**config.mk**
```make
export PLATFORM = sky130hd
export DESIGN_NAME = spi_hdr_stager
export DESIGN_NICKNAME = d
export VERILOG_FILES = /design/src/rtl/spi_hdr_pkg.sv /design/src/rtl/spi_hdr_wdec.sv /design/src/rtl/spi_hdr_store.sv /design/src/rtl/spi_hdr_flags.sv /design/src/rtl/spi_hdr_stager.sv
export SDC_FILE = /design/constraint.sdc
export NUM_CORES = 1
export LEC_CHECK = 0
export ABC_AREA = 1
export BUFFER_PORTS_ARGS = -buffer_cell sky130_fd_sc_hd__clkbuf_2
export CAP_MARGIN = 20
export CORE_ASPECT_RATIO = 0.6
export CORE_MARGIN = 5
export CORE_UTILIZATION = 30
export DETAILED_ROUTE_END_ITERATION = 16
export SYNTH_ARGS = -nofsm -noshare
export SYNTH_HDL_FRONTEND = slang
export SYNTH_HIERARCHICAL = 1
export SYNTH_SLANG_ARGS = --single-unit
```
**constraint.sdc**
```tcl
create_clock -name clk -period 2.3 [get_ports clk]
set_input_delay 0.46 -clock clk [delete_from_list [all_inputs] [get_ports clk]]
set_output_delay 0.46 -clock clk [all_outputs]
set_load 0.05 [all_outputs]
```
**src/rtl/spi_hdr_pkg.sv**
```systemverilog
// Package: shared flag layout for the SPI header stager.
// Assumes the software-visible status word keeps the bit order below.
package spi_hdr_pkg;
    // Bit order of ctl_status_o / ctl_wdata_i: {blk, ign, cmt, en}
    typedef struct packed {
        logic blk;   // 1 = blocking gating mode
        logic ign;   // a header write was refused
        logic cmt;   // header committed to the current transaction
        logic en;    // header enabled
    } hdr_flags_t;

    localparam int FLAG_W = $bits(hdr_flags_t);
endpackage

```
**src/rtl/spi_hdr_wdec.sv**
```systemverilog
// Module: header write decoder.
// Turns the per-width write strobes into a single write flag and a byte
// count. Assumes software normally raises one strobe at a time; when several
// are set, the widest strobe decides the count.
module spi_hdr_wdec #(
    parameter int MAX_BYTES = 4,
    parameter int CNT_W     = $clog2(MAX_BYTES + 1)
) (
    input  logic [MAX_BYTES-1:0] hdr_wr_i,
    output logic                 any_wr_o,
    output logic [CNT_W-1:0]     len_o
);
    // Scan the strobes from narrow to wide so the widest set strobe wins.
    always_comb begin
        any_wr_o = 1'b0;
        len_o    = '0;
        for (int k = 0; k < MAX_BYTES; k++) begin
            if (hdr_wr_i[k]) begin
                any_wr_o = 1'b1;
                len_o    = CNT_W'(k + 1);
            end
        end
    end
endmodule

```
**src/rtl/spi_hdr_store.sv**
```systemverilog
// Module: header byte store and read pointer.
// Holds the staged header word, the number of bytes still to send, and the
// index of the next byte. Assumes accept and pop are never high together
// (accept needs an uncommitted header, pop needs a committed one).
module spi_hdr_store #(
    parameter int BYTE_W    = 8,
    parameter int MAX_BYTES = 4,
    parameter int CNT_W     = $clog2(MAX_BYTES + 1),
    parameter int IDX_W     = (MAX_BYTES > 1) ? $clog2(MAX_BYTES) : 1,
    parameter int DATA_W    = BYTE_W * MAX_BYTES
) (
    input  logic              clk,
    input  logic              rst_n,
    input  logic              accept_i,
    input  logic [CNT_W-1:0]  len_i,
    input  logic [DATA_W-1:0] wdata_i,
    input  logic              pop_i,
    output logic [DATA_W-1:0] staged_o,
    output logic [CNT_W-1:0]  rem_o,
    output logic              last_o,
    output logic [BYTE_W-1:0] byte_o
);
    logic [IDX_W-1:0] idx_q;

    // Load a new header on an accepted write; step the pointer on each pop.
    always_ff @(posedge clk) begin
        if (!rst_n) begin
            staged_o <= '0;
            rem_o    <= '0;
            idx_q    <= '0;
        end else if (accept_i) begin
            staged_o <= wdata_i;
            rem_o    <= len_i;
            idx_q    <= '0;
        end else if (pop_i) begin
            rem_o    <= rem_o - CNT_W'(1);
            idx_q    <= idx_q + IDX_W'(1);
        end
    end

    // Present the byte under the pointer; flag the final one.
    always_comb begin
        byte_o = staged_o[idx_q*BYTE_W +: BYTE_W];
        last_o = (rem_o == CNT_W'(1));
    end
endmodule

```
**src/rtl/spi_hdr_flags.sv**
```systemverilog
// Module: header gating and status flags.
// Decides whether a header write is accepted or refused, detects the
// chip-select falling edge for commit, and keeps the software flags.
// Assumes cs_n_i is already synchronous to clk.
module spi_hdr_flags
    import spi_hdr_pkg::*;
(
    input  logic              clk,
    input  logic              rst_n,
    input  logic              cs_n_i,
    input  logic              any_wr_i,
    input  logic              pop_i,
    input  logic              last_i,
    input  logic              sw_wr_i,
    input  logic [FLAG_W-1:0] sw_wdata_i,
    output hdr_flags_t        flags_o,
    output logic              accept_o
);
    hdr_flags_t sw_val, flags_nx;
    logic       cs_q, reject, commit;

    // Keep the previous chip-select sample and the flag state.
    always_ff @(posedge clk) begin
        if (!rst_n) begin
            cs_q    <= 1'b1;
            flags_o <= '0;
        end else begin
            cs_q    <= cs_n_i;
            flags_o <= flags_nx;
        end
    end

    // Apply software writes first, then let hardware events override them.
    always_comb begin
        sw_val   = hdr_flags_t'(sw_wdata_i);
        reject   = any_wr_i & (flags_o.cmt | (flags_o.blk & ~cs_n_i));
        accept_o = any_wr_i & ~reject;
        commit   = flags_o.en & cs_q & ~cs_n_i;
        flags_nx = flags_o;
        if (sw_wr_i) begin
            flags_nx.en  = sw_val.en;
            flags_nx.blk = sw_val.blk;
            if (!sw_val.cmt) flags_nx.cmt = 1'b0;
            if (!sw_val.ign) flags_nx.ign = 1'b0;
        end
        if (accept_o && !flags_o.blk) flags_nx.en  = 1'b1;
        if (pop_i && last_i)          flags_nx.en  = 1'b0;
        if (commit)                   flags_nx.cmt = 1'b1;
        if (reject)                   flags_nx.ign = 1'b1;
    end
endmodule

```
**src/rtl/spi_hdr_stager.sv**
```systemverilog
// Module: SPI transaction header stager (top).
// Stages a 1..MAX_BYTES byte header, commits it on the chip-select falling
// edge, and offers its bytes lowest first to the serializer ahead of the
// normal transmit data. Assumes the serializer raises hdr_take_i only while
// hdr_valid_o is high; a take at any other time is ignored.
module spi_hdr_stager
    import spi_hdr_pkg::*;
#(
    parameter int BYTE_W    = 8,
    parameter int MAX_BYTES = 4
) (
    input  logic                        clk,
    input  logic                        rst_n,
    input  logic                        cs_n_i,
    input  logic [MAX_BYTES-1:0]        hdr_wr_i,
    input  logic [BYTE_W*MAX_BYTES-1:0] hdr_wdata_i,
    input  logic                        ctl_wr_i,
    input  logic [FLAG_W-1:0]           ctl_wdata_i,
    output logic [FLAG_W-1:0]           ctl_status_o,
    output logic                        hdr_valid_o,
    output logic [BYTE_W-1:0]           hdr_byte_o,
    input  logic                        hdr_take_i
);
    localparam int CNT_W  = $clog2(MAX_BYTES + 1);
    localparam int DATA_W = BYTE_W * MAX_BYTES;

    hdr_flags_t        flags;
    logic              any_wr, accept, pop, last;
    logic [CNT_W-1:0]  wr_len, rem;
    logic [DATA_W-1:0] staged;

    spi_hdr_wdec #(.MAX_BYTES(MAX_BYTES)) u_wdec (
        .hdr_wr_i (hdr_wr_i),
        .any_wr_o (any_wr),
        .len_o    (wr_len)
    );

    spi_hdr_store #(.BYTE_W(BYTE_W), .MAX_BYTES(MAX_BYTES)) u_store (
        .clk      (clk),
        .rst_n    (rst_n),
        .accept_i (accept),
        .len_i    (wr_len),
        .wdata_i  (hdr_wdata_i),
        .pop_i    (pop),
        .staged_o (staged),
        .rem_o    (rem),
        .last_o   (last),
        .byte_o   (hdr_byte_o)
    );

    spi_hdr_flags u_flags (
        .clk        (clk),
        .rst_n      (rst_n),
        .cs_n_i     (cs_n_i),
        .any_wr_i   (any_wr),
        .pop_i      (pop),
        .last_i     (last),
        .sw_wr_i    (ctl_wr_i),
        .sw_wdata_i (ctl_wdata_i),
        .flags_o    (flags),
        .accept_o   (accept)
    );

    // Offer a byte only for a committed, enabled header with bytes left.
    always_comb begin
        hdr_valid_o  = flags.cmt & flags.en & (rem != '0);
        pop          = hdr_valid_o & hdr_take_i;
        ctl_status_o = flags;
    end
endmodule

```
# Yosys cells after proc, flatten, opt, wreduce, memory -nomap -nowiden
# Index checks and enable logic that the tools add are counted.
[word_totals]
input_bits = 45
register_bits = 42
word_cells = 54
output_inout_bits = 13
[op_classes]
reduce_logical = 12
eq_ne = 3
n_mux = 16
n_addsub = 2
n_bitwise = 12
shifts = 1
[ops]
columns = ["cell", "count"]
rows = [
  ["$shiftx A32 B6 Y8", 1],
  ["$mux W3", 4],
  ["$mux W1", 10],
  ["$and A1 B1 Y1", 8],
  ["$reduce_bool A2 Y1", 4],
  ["$mux W2", 2],
  ["$ne A2 B1 Y1 const B", 2],
  ["$reduce_and A2 Y1", 2],
  ["$reduce_or A2 Y1", 2],
  ["$eq A3 B1 Y1 const B", 1],
  ["$not A1 Y1", 3],
  ["$reduce_bool A3 Y1", 1],
  ["$sub A3 B1 Y3 const B", 1],
  ["$add A2 B1 Y2 const B", 1],
  ["$logic_and A1 B1 Y1", 2],
  ["$logic_not A1 Y1", 1],
  ["$or A1 B1 Y1", 1],
]

# Logic depth before layout (Yosys ltp)
# Gate-level depths: netlist (run 1).
[logic_depth]
ltp_word = 9
ltp_mapped = 10
mapped_depth_nobuf = 10

# Modules after synthesis
# Netlist (run 1), hierarchy kept.
[by_module_without_submodules]
columns = ["module", "cells_each", "seq_area_each_um2", "area_per_inst_um2", "n_inst"]
rows = [
  ["spi_hdr_store", 230, 740.7, 1775.5, 1],
  ["spi_hdr_flags", 30, 100.1, 220.2, 1],
  ["spi_hdr_wdec", 8, 0.0, 43.8, 1],
  ["spi_hdr_stager", 9, 0.0, 33.8, 1],
]

# Worst setup path before layout (run 1)
# Ideal clock, no wire load.
[synth_timing]
kind = "reg-to-output"
startpoint = "reg u_store.idx_q[1]"
endpoint = "out hdr_byte_o[0]"
stages_incl_launch_ff = 5
path_slack_ns = 0.418
t_required_ns = 1.840
arrival_time_ns = 1.422
n_path_buf = 1
cell_sequence = "dfxtp_1 > buf_2 > inv_1 > o21ai_0 > o22ai_1"
[synth_between]
elab_chain_len = 1
[synth_rtl]
columns = ["item", "line", "source"]
rows = [
  ["from (decl)", "spi_hdr_store.sv:23", "logic [IDX_W-1:0] idx_q;"],
  ["from (signal assigned)", "spi_hdr_store.sv:37", "idx_q <= idx_q + IDX_W'(1);"],
  ["$shiftx A32 B6 Y8", "spi_hdr_store.sv:43", "byte_o = staged_o[idx_q*BYTE_W +: BYTE_W];"],
  ["to (decl)", "spi_hdr_stager.sv:21", "output logic [BYTE_W-1:0] hdr_byte_o,"],
]
# No other way between the ends.

# Final worst setup path (run 1)
[layout_timing]
startpoint = "reg u_store.idx_q[0]"
endpoint = "out hdr_byte_o[1]"
# Same word-level chain as after synthesis.

==> results of run 1 <==
==> power breakdown <==
group	leakage (nW)	internal, W	switching (W)	total [W]
Combinational	0.739	0.000121	0.000236	0.000357
Sequential	0.349	0.000795	0.0000424	0.000837
Clock	0.0771	0.000512	0.000277	0.000789
Total	1.16	0.00143	0.000556	0.00198
==> flip-flops by register name, indices dropped and copies added, names as in the netlist <==
| name | count |
|---|---|
| u_flags/cs_q | 1 |
| u_flags/flags_o | 4 |
| u_store/idx_q | 2 |
| u_store/rem_o | 3 |
| u_store/staged_o | 32 |
==> how the worst max path moves through the flow <==
stage | slack, ns | cells after the start | startpoint | endpoint
6_report | 0.21 | 3 | u_store/idx_q[0]$_SDFFE_PP0P_ | hdr_byte_o[1]
3_3_place_gp | 0.51 | 4 | u_store/idx_q[0]$_SDFFE_PP0P_ | hdr_byte_o[2]
5_1_grt | 0.08 | 4 | u_store/idx_q[0]$_SDFFE_PP0P_ | hdr_byte_o[1]
4_1_cts | 0.20 | 4 | u_store/idx_q[0]$_SDFFE_PP0P_ | hdr_byte_o[2]
3_5_place_dp | 0.49 | 11 | hdr_wr_i[3] | u_store/rem_o[1]$_SDFFE_PN0P_
2_1_floorplan | 0.42 | 4 | u_store/idx_q[1]$_SDFFE_PP0P_ | hdr_byte_o[0]
==> worst min-delay path, stage by stage <==
cell and delay (ns):
clkbuf_2 0.09, inv_2 0.04, nand2_1 0.04
==> routing by layer <==
layer | GRT usage | vias up | wire, um
li1 | - | 994 | -
met1 | 0.184 | 807 | 2770
met2 | 0.159 | 55 | 1920
met3 | 0.0418 | 7 | 340
met4 | 0.0257 | 0 | 34
met5 | 0 | - | 0
==> kinds of logic after synthesis <==
logic type / after synthesis
AOI/OAI and AO/OA: 68
adders and majority gates: 2
buffers and inverters: 43
DFF: 42
and+or+nand+nor: 122
==> area by class of cell <==
| class | instances | share of cell area |
|---|---|---|
| multi-input cells | 192 | 0.386 |
| flip-flops and latches | 42 | 0.334 |
| repair buffers | 61 | 0.125 |
| clock buffers | 6 | 0.0513 |
| inverters | 28 | 0.0448 |
| well taps | 87 | 0.0433 |
| clock inverters | 2 | 0.0149 |
==> through the flow <==
step	total power, W	instances	cell area, um2	worst slack [ns]
detailed placement	0.00121	410	2350	0.485
floorplan	0.00112	277	2070	0.418
global placement	0.00121	410	2350	0.510
finish	0.00198	418	2510	0.208
global route	0.00209	418	2510	0.0794
CTS	0.00201	418	2510	0.201
==> cells in the mapped netlist <==
cell and number:
nor2_4 2, nand2_2 3, o21ai_1 31, nor2_2 30, o22ai_1 8, o21ai_0 20, nor2_1 58, buf_2 1
inv_4 1, o21ai_2 1, ha_1 2, buf_4 1, nor3_2 2, a21oi_1 5, inv_1 21, clkbuf_2 1
a21oi_2 3, nand4_1 1, buf_6 12, dfxtp_1 42, nand3_1 5, nand2_1 21, inv_2 4, inv_6 1
clkinv_1 1
==> results.yml, run 1 <==
worst_setup_path:
  r2r-start: "u_flags/flags_o[0]$_SDFFE_PP0P_"
  reg2reg_setup_slack_ns: 0.83
  cpPeakStageDelay_ns: 0.59
  cp-end-kind: "output pin"
  worstPathRequired_ns: 1.84
  cp_top_family: "flip-flops"
  critPathMaxFanout: 14
  r2r_end: "u_store/rem_o[1]$_SDFFE_PN0P_"
  cp_num_buf_inv: 1
  cp_slowest_cell: "dfxtp_1"
  crit_type: "flip-flop to output pin"
  crit_path_start_kind: "flip-flop"
  crit_arrival_ns: 1.63
  path_cells: "o21ai_0 > o22ai_1 > clkbuf_2"
  ff2ff_path_depth: 10
logic_synthesis:
  ys_seq_elements: 42
  synth_compound_area_frac: 0.176
  ys_top_cells_by_area: "dfxtp_1 (41%), nor2_1 (11%), nor2_2 (9.1%)"
  syn_area_mm2: 0.00207
  synth.distinct_cells: 25
  synthMuxAreaShare: 0
  syn_inst: 277
  synthXorXnorAreaFrac: 0
  post-synth-top-area-fraction: 0.406
  synth_fp_nets: 324
  yosysTopAreaCell: "dfxtp_1"
  ys_warn_count: 6
  synth_top_family_by_area: "simple AND/OR/NAND/NOR gates"
  synth-simple-area-share: 0.278
  avgSynthCellArea_um2: 7.48
  synth-seq-area-share: 0.406
  synth_fa_ha_area_frac: 0.0121
power_and_ir_drop:
  leakage_nw: 1.16
  peakVddDrop_v: 0.000306
  powerDensity_mw_per_mm2: 789
route:
  drt_iter0_drc: 113
  via_count: 1863
  viasPerCell: 4.46
  drt-wirelength-per-cell_um: 12.1
  first_pass_iters: 4
  drt_wl_total_um: 5070
  ant_nets: 0
  drc: 0
placement:
  port_buffers: 57
  place_hpwl_um: 3890
  place_congestion: 0.803
final_layout:
  ff_latch_area_um2: 841
  area_growth_pct: 21.2
  nFillCells: 728
  multi_input_area_um2: 970
  drive_above_1_share: 0.350
  final_core_util: 0.375
  most-common-layout-cells: "nor2_1 (57), clkbuf_2 (57), dfxtp_1 (42), nor2_2 (31), o21ai_1 (31)"
  fin_nets: 377
  antenna_cells: 0
die:
  core_area_mm2: 0.00671
  io_pins: 58
  fp.dieW_um: 117
  start_util: 0.309
  dieArea_mm2: 0.00873
  die_y_um: 74.4
  num_rows: 23
clock_network:
  htreeDepth: 2
  ctsResizeCount: 0
  cts_buffers: 5
  post_cts_buffers: 0
  cts_tree: "done"
  hold_buffers: 0
  cts_num_sinks: 42
  cts_root_buf: "clkbuf_16"
  clk_pin_slew_worst_paths_ns: 0.06
  clk_path_buf_depth: 2
  clk_latency_ns: 0.28
sta:
  hold_slack_ns: 0.376
  fmax_mhz: 478
  setup-violations-final: 0
  period_share: 0.909
  setup_tns_ns: 0
  rsz0062_at_grt: "false"
  worst_pin_slew_ns: 0.630
  skew_ns: 0.00458
  slew_headroom: 0.580
  fin_crit_ns: 2.09
  hold_viol_final: 0
  slew_viol_final: 0
outcome:
  outcome: "completed"
min_path:
  hold_depth: 3
  hp-class: "input pin to flip-flop"
  worstHoldStart: "cs_n_i"
  min_to: "u_flags/cs_q$_SDFF_PN1_"
flow_run:
  maxCapViolCount: 0
grt:
  grt_pass1_wl_um: 8580
  grt_max_degree: 37
  antenna_found_initial: 0
  grtUsageTotal: 0.120
  grt_overflow: 0
  first_global_vias: 1773
Power figures use the tool's default switching activity.
==> run 2, diff against run 1 <==
Settings changed: SETUP_SLACK_MARGIN set to 0.3.
==> results.yml, run 2 (same netlist as run 1, synthesis figures left out) <==
outcome:
  outcome: "completed"
grt:
  first_global_vias: 1773
  grt_overflow: 0
  grtUsageTotal: 0.120
  grt_max_degree: 37
  grt_pass1_wl_um: 8580
  antenna_found_initial: 0
clock_network:
  clk_latency_ns: 0.28
  cts_buffers: 5
  clk_path_buf_depth: 2
  cts_num_sinks: 42
  clk_pin_slew_worst_paths_ns: 0.06
  cts_tree: "done"
  cts_root_buf: "clkbuf_16"
  htreeDepth: 2
  hold_buffers: 0
sta:
  slew_headroom: 0.580
  hold_viol_final: 0
  setup_slack_ns: 0.389
  fin_crit_ns: 1.91
  fmax_mhz: 523
  setup-violations-final: 0
  setup_tns_ns: 0
  worst_pin_slew_ns: 0.630
  slew_viol_final: 0
  period_share: 0.831
  skew_ns: 0.00454
  rsz0062_at_grt: "true"
final_layout:
  nFillCells: 727
  area_growth_pct: 21.4
  most-common-layout-cells: "nor2_1 (57), clkbuf_2 (53), dfxtp_1 (40), nor2_2 (31), o21ai_1 (31)"
  largest_register_ffs: 32
  antenna_cells: 0
  top_register: "u_store/staged_o"
  reg.largest.list: "u_store/staged_o (32), u_flags/flags_o (4), u_store/rem_o (3)"
  fin_cells: 418
  drive_above_1_share: 0.360
  fin_nets: 377
  final_common_cell: "nor2_1"
die:
  start_util: 0.309
  dieArea_mm2: 0.00873
  io_pins: 58
  die_y_um: 74.4
  fp.dieW_um: 117
  core_area_mm2: 0.00671
  num_rows: 23
flow_run:
  maxCapViolCount: 0
worst_setup_path:
  r2r_end: "u_store/rem_o[1]$_SDFFE_PN0P_"
  crit_path_start_kind: "flip-flop"
  path_cells: "buf_4 > nor2_1 > o22ai_1 > buf_2"
  critical_path_cell_count: 4
  r2r-start: "u_flags/flags_o[0]$_SDFFE_PP0P_"
  cp_num_buf_inv: 2
  cp_top_family: "buffers and inverters"
  worstPathRequired_ns: 1.84
  crit_type: "flip-flop to output pin"
  startpoint: "u_store/idx_q[0]$_SDFFE_PP0P_"
  cpPeakStageDelay_ns: 0.47
  ff2ff_path_depth: 10
  cp-end-kind: "output pin"
  crit_path_end: "hdr_byte_o[0]"
  cp_slowest_cell: "dfxtp_2"
  reg2reg_setup_slack_ns: 0.83
  crit_arrival_ns: 1.45
  critPathMaxFanout: 14
power_and_ir_drop:
  leakage_nw: 1.17
  peakVddDrop_v: 0.000306
  powerDensity_mw_per_mm2: 788
  finalPower_w: 0.00198
route:
  viasPerCell: 4.46
  drt-wirelength-per-cell_um: 12.1
  drc: 0
  via_count: 1865
  first_pass_iters: 4
  drt_wl_total_um: 5070
  drt_iter0_drc: 99
  ant_nets: 0
placement:
  place_hpwl_um: 3890
  dp.cells: 410
  dp_slack_ns: 0.485
  port_buffers: 57
  place_congestion: 0.803
min_path:
  worstHoldStart: "cs_n_i"
  hp-class: "input pin to flip-flop"
run 2: cell types whose count changed in the layout (fill, tap and decap cells not counted), sizes merged:
cell    change
clkbuf      -4
buf         +4
run 2: worst min path at each step:
stage                                      end  slack, ns  depth (start not counted)
2_1_floorplan  u_flags/flags_o[1]$_SDFFE_PN0P_       0.44                          2
3_3_place_gp   u_flags/flags_o[1]$_SDFFE_PN0P_       0.46                          2
3_5_place_dp   u_flags/flags_o[2]$_SDFFE_PN0P_       0.46                          2
4_1_cts                u_flags/cs_q$_SDFF_PN1_       0.37                          3
5_1_grt                u_flags/cs_q$_SDFF_PN1_       0.40                          3
6_report               u_flags/cs_q$_SDFF_PN1_       0.38                          3
run 2: final cells by class:
| cell class | instances | area (um2) | share of cell area |
|---|---|---|---|
| Multi-Input combinational cell | 192 | 970 | 0.385 |
| Tap cell | 87 | 109 | 0.0433 |
| Sequential cell | 42 | 843 | 0.335 |
| Clock inverter | 2 | 37.5 | 0.0149 |
| Inverter | 28 | 113 | 0.0448 |
| Timing Repair Buffer | 61 | 315 | 0.125 |
| Clock buffer | 6 | 129 | 0.0512 |
run 2: layer usage:
| metal | global-route usage | share of wire | up-vias |
|---|---|---|---|
| met3 | 0.0418 | 0.069 | 7 |
| li1 | - | - | 995 |
| met5 | 0 | 0 | - |
| met4 | 0.0257 | 0.0067 | 0 |
| met2 | 0.159 | 0.38 | 61 |
| met1 | 0.184 | 0.55 | 802 |
run 2: timing repair:
| action | CTS | global route |
|---|---|---|
| hold endpoints to repair | 0 | 0 |
| gates resized for setup | 1 | 6 |
| endpoints found under the setup margin | 8 | 8 |
| setup buffers | 0 | 0 |
run 2: worst reg2reg max path, stage by stage (launching register included):
cell and delay, ns:
dfxtp_1 0.39, nand2_1 0.09, clkinv_1 0.05, nand2_1 0.05, nor2_1 0.40, inv_2 0.09
nor2_4 0.11, nand2_1 0.06, nand3_1 0.07, nand2_1 0.05, inv_1 0.06
run 2: where the power goes:
group / total [W] / internal, W / switching (W)
logic: 0.000357 / 0.000121 / 0.000236
clock network: 0.000789 / 0.000512 / 0.000277
registers: 0.000837 / 0.000795 / 0.0000424
total: 0.00198 / 0.00143 / 0.000555
run 2: per-stage QoR:
step / utilization / hold WS (ns) / instance area (um2)
floorplan: - / 0.444 / 2070
global placement: 0.350 / 0.459 / 2350
detailed placement: 0.350 / 0.456 / 2350
CTS: 0.375 / 0.372 / 2510
global route: 0.375 / 0.399 / 2520
finish: 0.375 / 0.377 / 2520
==> run 3, diff against run 2 <==
Clock period 2.3 ns to 1.6 ns, I/O delays scaled along.
==> results.yml, run 3 (same netlist as run 1, synthesis figures left out) <==
outcome:
  outcome: "completed"
grt:
  grt_overflow: 0
  grt_max_degree: 33
  grtUsageTotal: 0.129
  grt_pass1_wl_um: 9090
  antenna_found_initial: 0
  first_global_vias: 1839
die:
  die_y_um: 74.4
  fp.dieW_um: 117
  io_pins: 58
  core_area_mm2: 0.00671
  num_rows: 23
  start_util: 0.309
  dieArea_mm2: 0.00873
clock_network:
  cts_tree: "done"
  htreeDepth: 2
  clk_pin_slew_worst_paths_ns: 0.06
  clk_latency_ns: 0.28
  clk_path_buf_depth: 2
  cts_num_sinks: 42
  cts_root_buf: "clkbuf_16"
  hold_buffers: 0
  cts_buffers: 5
route:
  first_pass_iters: 4
  via_count: 1896
  drt-wirelength-per-cell_um: 12.8
  drt_wl_total_um: 5550
  ant_nets: 0
  viasPerCell: 4.38
  drc: 0
  drt_iter0_drc: 73
placement:
  port_buffers: 57
  place_congestion: 0.758
  dp.cells: 419
  dp_slack_ns: 0.00638
  place_hpwl_um: 4110
final_layout:
  largest_register_ffs: 32
  antenna_cells: 0
  area_growth_pct: 46.7
  final_core_util: 0.454
  nFillCells: 652
  fin_cells: 433
  most-common-layout-cells: "nor2_1 (48), clkbuf_2 (48), o21ai_1 (37), dfxtp_1 (35), nor2_2 (31)"
  fin_nets: 392
  top_register: "u_store/staged_o"
  reg.largest.list: "u_store/staged_o (32), u_flags/flags_o (4), u_store/rem_o (3)"
  drive_above_1_share: 0.486
sta:
  skew_ns: 0.00465
  fmax_mhz: 631
  period_share: 0.990
  setup_slack_ns: 0.0163
  fin_crit_ns: 1.58
  slew_headroom: 0.720
  setup-violations-final: 0
  hold_viol_final: 0
  rsz0062_at_grt: "true"
  worst_pin_slew_ns: 0.420
  slew_viol_final: 0
  hold_slack_ns: 0.247
worst_setup_path:
  crit_path_start_kind: "flip-flop"
  cp_num_buf_inv: 2
  cp-end-kind: "output pin"
  crit_type: "flip-flop to output pin"
  path_cells: "buf_6 > o21ai_1 > o22ai_4 > buf_12"
  critPathMaxFanout: 7
  worstPathRequired_ns: 1.28
  cp_top_family: "flip-flops"
  crit_arrival_ns: 1.26
  cpPeakStageDelay_ns: 0.40
  cp_slowest_cell: "dfxtp_4"
power_and_ir_drop:
  leakage_nw: 1.34
  peakVddDrop_v: 0.000416
  finalPower_w: 0.00289
  powerDensity_mw_per_mm2: 951
flow_run:
  maxCapViolCount: 0
min_path:
  hp-class: "input pin to flip-flop"
## run 3: cell types whose count changed in the layout (fill, tap and decap cells not counted), moves of 6 or more
cell / before / now
o21ai_0: 20 / 6
buf_4: 4 / 10
o22ai_4: 0 / 8
nor2_4: 2 / 11
o22ai_1: 8 / 0
buf_8: 0 / 7
o21ai_2: 1 / 8
nor2_1: 57 / 48
o21ai_1: 31 / 37
## run 3: through the flow
step,cell area (um2),setup TNS [ns]
2_1_floorplan,2210,0
3_3_place_gp,2590,0
3_5_place_dp,2590,0
4_1_cts,2920,-0.00683
5_1_grt,3040,-0.124
6_report,3040,0
## run 3: per-layer routing
metal	routed length, um	share of wire	vias up	track usage
met2	2220	0.40	46	0.172
li1	-	-	1021	-
met5	0	0	-	0
met3	339	0.061	2	0.0342
met1	2980	0.54	827	0.202
met4	17	0.0031	0	0.0322
## run 3: where the power goes
part	switching (W)	total [W]	internal, W
combinational	0.000393	0.000705	0.000313
clock	0.000396	0.000974	0.000578
sequential	0.0000723	0.00121	0.00114
total	0.000861	0.00289	0.00203
## run 3: path summary, 6_finish.rpt
kind              depth (start not counted)  slack [ns]                            start                           endpoint
setup / recovery                          4        0.02    u_store/idx_q[0]$_SDFFE_PP0P_                      hdr_byte_o[2]
hold / removal                            3        0.25                           cs_n_i            u_flags/cs_q$_SDFF_PN1_
setup reg to reg                          8        0.36  u_flags/flags_o[3]$_SDFFE_PN0P_  u_store/staged_o[13]$_SDFFE_PN0P_
hold reg to reg                           2        0.46          u_flags/cs_q$_SDFF_PN1_    u_flags/flags_o[1]$_SDFFE_PN0P_
## run 3: area by class of cell
type	instances	area, um2	share of cell area
well taps	87	109	0.0358
multi-input cells	192	1190	0.390
flip-flops and latches	42	860	0.283
clock buffers	6	129	0.0424
inverters	28	123	0.0403
repair buffers	76	621	0.204
clock inverters	2	13.8	0.00452
## run 3: worst reg2reg max path, cell delays in order (launching register included)
cell and delay, ns:
dfxtp_2 0.33, nand2_2 0.07, nand2_2 0.07, nor2_4 0.17, buf_6 0.13, inv_6 0.06
buf_12 0.16, nor2_2 0.10, nor2_1 0.05
## run 3: repair_timing
item / CTS / global route
gates cloned: 0 / 2
pin swaps: 7 / 6
setup endpoints to repair: 10 / 45
setup buffers: 3 / 1
gates resized for setup: 59 / 22
